**src/rtl/sw_pkg.sv**
```systemverilog
package sw_pkg;

    typedef enum logic [1:0] {
        ST_IDLE = 2'd0,
        ST_RUN  = 2'd1,
        ST_DONE = 2'd2
    } sw_state_e;

    localparam int KERNEL = 3;

endpackage

```
**src/rtl/sw_step_counter.sv**
```systemverilog
module sw_step_counter #(
    parameter int LIMIT = 3,
    parameter int STEP  = 1,
    parameter int AW    = 8
) (
    input  logic          clk,
    input  logic          rst_n,
    input  logic          clr,
    input  logic          adv,
    output logic [AW-1:0] acc,
    output logic          at_zero,
    output logic          wrap
);
    localparam int CW = $clog2(LIMIT + 1);

    logic [CW-1:0] idx;

    assign wrap    = (idx == CW'(LIMIT - 1));
    assign at_zero = (idx == '0);

    always_ff @(posedge clk or negedge rst_n) begin
        if (!rst_n) begin
            idx <= '0;
            acc <= '0;
        end else if (clr) begin
            idx <= '0;
            acc <= '0;
        end else if (adv) begin
            if (wrap) begin
                idx <= '0;
                acc <= '0;
            end else begin
                idx <= idx + 1'b1;
                acc <= acc + AW'(STEP);
            end
        end
    end

endmodule

```
**src/rtl/sw_addr_sum.sv**
```systemverilog
module sw_addr_sum #(
    parameter int AW = 8
) (
    input  logic [AW-1:0] row_base,
    input  logic [AW-1:0] col_base,
    input  logic [AW-1:0] row_off,
    input  logic [AW-1:0] col_off,
    output logic [AW-1:0] sum
);
    logic [AW-1:0] base;
    logic [AW-1:0] offs;

    always_comb begin
        base = row_base + col_base;
        offs = row_off + col_off;
        sum  = base + offs;
    end

endmodule

```
**src/rtl/sw_window_seq.sv**
```systemverilog
module sw_window_seq
    import sw_pkg::*;
#(
    parameter int IMG_W  = 400,
    parameter int IMG_H  = 300,
    parameter int ADDR_W = $clog2(IMG_W * IMG_H)
) (
    input  logic              clk,
    input  logic              rst_n,
    input  logic              start,
    input  logic              ready,
    output logic [ADDR_W-1:0] addr,
    output logic              addr_valid,
    output logic              win_first,
    output logic              win_last,
    output logic              done
);
    localparam int POS_X = IMG_W - KERNEL + 1;
    localparam int POS_Y = IMG_H - KERNEL + 1;

    sw_state_e state, state_nxt;

    logic fire, clr;
    logic adv_row, adv_wcol, adv_wrow;
    logic col_wrap, row_wrap, wcol_wrap, wrow_wrap;
    logic col_zero, row_zero, wcol_zero, wrow_zero;
    logic frame_end;
    logic [ADDR_W-1:0] col_off, row_off, wcol_base, wrow_base, addr_sum;

    // control strobes for the counter chain
    always_comb begin
        fire      = (state == ST_RUN) && ready;
        clr       = start && (state != ST_RUN);
        adv_row   = fire && col_wrap;
        adv_wcol  = adv_row && row_wrap;
        adv_wrow  = adv_wcol && wcol_wrap;
        frame_end = adv_wrow && wrow_wrap;
    end

    // column inside the window: +1 each accepted address
    sw_step_counter #(.LIMIT(KERNEL), .STEP(1), .AW(ADDR_W)) u_col (
        .clk(clk), .rst_n(rst_n), .clr(clr), .adv(fire),
        .acc(col_off), .at_zero(col_zero), .wrap(col_wrap)
    );

    // row inside the window: offset accumulated by +W
    sw_step_counter #(.LIMIT(KERNEL), .STEP(IMG_W), .AW(ADDR_W)) u_row (
        .clk(clk), .rst_n(rst_n), .clr(clr), .adv(adv_row),
        .acc(row_off), .at_zero(row_zero), .wrap(row_wrap)
    );

    // window column start: stride of one column
    sw_step_counter #(.LIMIT(POS_X), .STEP(1), .AW(ADDR_W)) u_wcol (
        .clk(clk), .rst_n(rst_n), .clr(clr), .adv(adv_wcol),
        .acc(wcol_base), .at_zero(wcol_zero), .wrap(wcol_wrap)
    );

    // window row start: base accumulated by +W
    sw_step_counter #(.LIMIT(POS_Y), .STEP(IMG_W), .AW(ADDR_W)) u_wrow (
        .clk(clk), .rst_n(rst_n), .clr(clr), .adv(adv_wrow),
        .acc(wrow_base), .at_zero(wrow_zero), .wrap(wrow_wrap)
    );

    sw_addr_sum #(.AW(ADDR_W)) u_sum (
        .row_base(wrow_base),
        .col_base(wcol_base),
        .row_off (row_off),
        .col_off (col_off),
        .sum     (addr_sum)
    );

    // state register
    always_ff @(posedge clk or negedge rst_n) begin
        if (!rst_n) begin
            state <= ST_IDLE;
        end else begin
            state <= state_nxt;
        end
    end

    // next state
    always_comb begin
        state_nxt = state;
        unique case (state)
            ST_IDLE: if (start)     state_nxt = ST_RUN;
            ST_RUN:  if (frame_end) state_nxt = ST_DONE;
            ST_DONE: if (start)     state_nxt = ST_RUN;
            default:                state_nxt = ST_IDLE;
        endcase
    end

    // outputs
    always_comb begin
        addr_valid = 1'b0;
        done       = 1'b0;
        unique case (state)
            ST_IDLE: ;
            ST_RUN:  addr_valid = 1'b1;
            ST_DONE: done = 1'b1;
            default: ;
        endcase
        addr      = addr_sum;
        win_first = addr_valid && col_zero && row_zero;
        win_last  = addr_valid && col_wrap && row_wrap;
    end

    logic unused_zero;
    assign unused_zero = wcol_zero ^ wrow_zero;

endmodule

```
**config.mk**
```make
export PLATFORM = sky130hd
export DESIGN_NAME = sw_window_seq
export DESIGN_NICKNAME = d
export VERILOG_FILES = /design/src/rtl/sw_pkg.sv /design/src/rtl/sw_step_counter.sv /design/src/rtl/sw_addr_sum.sv /design/src/rtl/sw_window_seq.sv
export SDC_FILE = /design/constraint.sdc
export NUM_CORES = 1
export LEC_CHECK = 0
export ABC_CLOCK_PERIOD_IN_PS = 3900
export BUFFER_PORTS_ARGS = -buffer_cell sky130_fd_sc_hd__buf_2
export CORE_ASPECT_RATIO = 1.25
export CORE_MARGIN = 4
export CORE_UTILIZATION = 55
export DETAILED_ROUTE_END_ITERATION = 8
export PLACE_DENSITY = 0.68
export SYNTH_ARGS = -nofsm -noshare
export SYNTH_HDL_FRONTEND = slang
export SYNTH_SLANG_ARGS = --single-unit
```
**constraint.sdc**
```tcl
create_clock -name clk -period 3.9 [get_ports clk]
set_clock_uncertainty 0.1 [all_clocks]
set_input_delay 0 -clock clk [delete_from_list [all_inputs] [get_ports clk]]
set_output_delay 0 -clock clk [all_outputs]
set_load 0.05 [all_outputs]
```
# Word-level counts from Yosys, hierarchy flattened
# Cells that the tools add are included.
# word_totals
register_bits	92
in_bits	4
out_inout_bits	21
elab_cells	77
# classes
add_sub_neg	11
n_eq_ne	9
muxes	29
reduce_logical	19
# op_table
op	n
2-to-1 mux 17 bit	12
2-to-1 mux 9 bit	6
adder 17 bit	3
adder 17 x 1 -> 17 bit, second input constant	2
adder 17 x 9 -> 17 bit, second input constant	2
adder 9 x 1 -> 9 bit, second input constant	2
== test 9 bit, second input constant	2
2-to-1 mux 2 bit	8
logical AND 1 bit	10
nonzero test 2 bit	4
== test 2 bit, second input constant	3
zero test 2 bit	3
adder 2 x 1 -> 2 bit, second input constant	2
inequality test 2 x 1 -> 1 bit, second input constant	2
case mux 2 bit (2 select lines)	1
== test 2 x 1 -> 1 bit, second input constant	1
2-to-1 mux 1 bit	2
inequality test 2 bit, second input constant	1
AND reduction 2 bit	1
OR reduction 2 bit	1

# Depth between registers and ports, before layout
# depth
depth_word	8
ltp_mapped	11

# Hierarchy
# Synthesis repeated with hierarchy kept, for this count alone.
# hier_totals
hier_cells	743
hier_area_um2	6508.7
# modules_own_cells
module	n_inst	cells_per_inst	area_each_um2	seq_area_each_um2
sw_addr_sum	1	217	1702.9	0.0
sw_step_counter at u_wcol	1	151	1447.6	650.6
sw_step_counter at u_wrow	1	135	1256.2	550.5
sw_step_counter at u_col	1	121	1079.8	475.5
sw_step_counter at u_row	1	101	864.6	375.4
sw_window_seq	1	18	157.7	50.0

# Worst setup path before layout
# OpenSTA, ideal clock, no wires.
# synth_path
kind	flip-flop to output port
startpoint	register u_row.acc[7]
endpoint	output port addr[14]
t_arrival_ps	4240
required_time_ps	3800
slack_ps	-440
path_stages_with_launch	11
path_buffers	0
path_cell_list	dfrtp_1 > inv_1 > fa_1 > fa_1 > inv_1 > ha_1 > o21ai_0 > nor2_1 > o211ai_1 > a31o_2 > o311ai_0
# synth_via
elab_chain_cells	2
# synth_rtl
item	line_no	rtl
start, declared	sw_step_counter.sv:10	output logic [AW-1:0] acc,
start signal, assigned	sw_step_counter.sv:34	acc <= acc + AW'(STEP);
adder 17 bit	sw_addr_sum.sv:15	offs = row_off + col_off;
adder 17 bit	sw_addr_sum.sv:16	sum = base + offs;
end, declared	sw_window_seq.sv:12	output logic [ADDR_W-1:0] addr,
# No other way between the ends.

# Worst setup path in the final report
# layout_path
startpoint	register u_row.acc[4]
endpoint	output port addr[15]
# The elaborated chain is that of the path after synthesis.

==> metrics <==
status finished, final reports clean; CTS H-Tree Depth 3; TritonCTS clock tree yes; Hold Slack 25.1 ps; drt total wl 13.7 mm; GRT overflow 0; Worst R2R End u_wcol.acc[11]$_DFFE_PN0P_; #FFs+latches synth 84; CP endpoint addr[15]; first-pass GRT wire length 22.5 mm; Fmax 261 MHz; Initial Util 0.568; vias in the first global route 4,616; Synth cell types 58; DRT iter0 DRCs 312; First-pass DRT Iterations 4; Clock Tree Root clkbuf_16; GRT Util Overall 0.237; Post-synth EDFFs 0; TritonCTS Buffers 9; Mapped Nets 712; largest area contributor in the netlist dfrtp_1; min cycle time layout 3840 ps; crit share post-route 0.983; largest net degree at the start of global routing 85; Die X 99.9 um; WS Path Type reg -> out; CP Launch Point u_row.acc[4]$_DFFE_PN0P_; Worst-Margin Slew 1070 ps; Avg Inst Size Synth 8.90 um2; CP Max Fanout 5; Yosys Warn Count 0; final slew viol count 0; Synth Instances 652; Leakage Power 3.05 nW; r2r setup slk 1000 ps; Setup crit end kind primary output; Multi-input gate area 3360 um2; Worst-path clk slew 60 ps; Layout Cells excl Fill 818; Peak supply drop 0.374 mV; mapped cell area 5800 um2; Post-layout nets 744; Worst Reg2Reg Path Length in Cells 6; Top Ports 25; FP Rows 41; n_diodes 0; fraction of registers with async set/reset 1.00; Post-synth top cells dfrtp_1 (84), inv_1 (80), nor2_1 (77); share of layout cells above drive strength 1 0.0943; initial antenna violation count 0; Vias 4,711; Worst-Skew Late Latency 340 ps; Finish-stage setup viols 0; Worst Path Arrival 3740 ps; DR vias/cell 5.76; PD cells 548 nW/um2; WL/cell 16.8 um; core footprint 10,200 um2; clock buffer depth 2; FF+latch area 2100 um2; fillcell total 884; # DRC 0; die area 12,300 um2; Final HPWL DP 10.4 mm; worst r2r src u_row.idx[0]$_DFFE_PN0P_; antenna viol nets, final 0; Die Ht 123 um; area growth from synthesis to layout 11.3%; top cells by area, synth dfrtp_1 (36%), fa_1 (8.3%), ha_1 (6.9%), xnor2_1 (5.9%), inv_1 (5.2%); ys flop type dfrtp_1; top-count cell post-synth dfrtp_1; CTS Sinks 84; Yosys top cell area share 0.362; PortBufs 24; Cell Count Post-Placement 799; Worst Path Required 3800 ps; RSZ-0062 raised after global routing yes; Seq/Total Area, Yosys 0.362; Hold Fails Final Rpt 0; crit path launch type flip-flop; worst min path class in -> reg; Final Wtd Congestion 0.876; max-cap violation count 0; Slew headroom 0.286
how the worst min path moves through the flow:
stage	from	to	slack, ps	cells past startpoint
6_report	start	state[0]$_DFFE_PN0P_	30	3
3_5_place_dp	rst_n	u_wcol.idx[3]$_DFFE_PN0P_	160	1
3_3_place_gp	rst_n	u_wcol.idx[3]$_DFFE_PN0P_	160	1
5_1_grt	start	state[0]$_DFFE_PN0P_	40	3
4_1_cts	start	state[0]$_DFFE_PN0P_	3	3
2_1_floorplan	rst_n	state[0]$_DFFE_PN0P_	-400	0
cells by family after synthesis:
group                    count (synthesis)  synth area share
multiplexers                             4           0.00733
AND/OR/NAND/NOR                        250             0.211
adder cells (fa/ha/maj)                 56             0.152
buffers and inverters                   92            0.0608
flip-flops                              84             0.362
XOR/XNOR                                61            0.0921
AO/OA/AOI/OAI                          105             0.115
layer usage:
| layer | global-route usage | wire, um | part of all wire |
|---|---|---|---|
| met1 | 0.303 | 6000 | 0.44 |
| met5 | 0 | 0 | 0 |
| met4 | 0.0974 | 448 | 0.033 |
| met3 | 0.0426 | 467 | 0.034 |
| met2 | 0.397 | 6820 | 0.50 |
state kept, by name, indices dropped and copies added (netlist names), 9 cells and up:
signal / cells
u_col.acc: 17
u_wcol.acc: 17
u_row.acc: 13
u_wrow.acc: 13
u_wcol.idx: 9
u_wrow.idx: 9
metrics by stage:
stage / total power, W / TNS, ps / utilization / setup slack [ps] / area (um2)
after global placement: 0.00255 / 0 / 0.595 / 305 / 6070
after global routing: 0.00377 / -81.2 / 0.633 / -81.2 / 6460
after floorplan: 0.00224 / 0 / - / 160 / 5800
after detailed placement: 0.00258 / 0 / 0.595 / 247 / 6070
final: 0.00354 / 0 / 0.633 / 64.5 / 6460
after CTS: 0.00356 / 0 / 0.631 / 18.0 / 6440
worst max-delay path, stage by stage (launching register included):
cell     delay (ps)
dfrtp_1         420
inv_1            80
fa_1            480
fa_1            520
inv_1            40
ha_1            320
a21o_1          200
a21oi_2         220
a21oi_2         100
or4b_2          630
and4_1          190
buf_4           180
layout by cell type, fill, tap and decap left out, types with 13 or more instances in the layout:
cell type and n:
nand2_1 50, nor2_1 77, dfrtp_1 84, xnor2_1 39
xor2_1 22, buf_2 21, ha_1 32, nor3_1 13
nand3_1 35, nand4_1 21, inv_1 79, o21ai_0 36
a21oi_1 24, fa_1 24
repair_timing:
item	in CTS	in global routing
hold endpoints to repair	84	0
setup endpoints to repair	1	4
resized for setup	2	7
pin swaps	1	2
hold buffers	1	0
cloned	0	0
buffers inserted	1	1
power breakdown:
group	total [W]	switching, W	internal (W)
Combinational	0.00146	0.00101	0.000452
Clock	0.000960	0.000347	0.000614
Sequential	0.00112	0.000142	0.000979
cell type report:
class,instances,share of cell area
clock buffers,13,0.0418
repair buffers,32,0.0294
multi-input cells,476,0.521
clock inverters,3,0.0105
flip-flops and latches,84,0.325
inverters,81,0.0471
well taps,129,0.0250
Power figures use the tool's default switching activity.
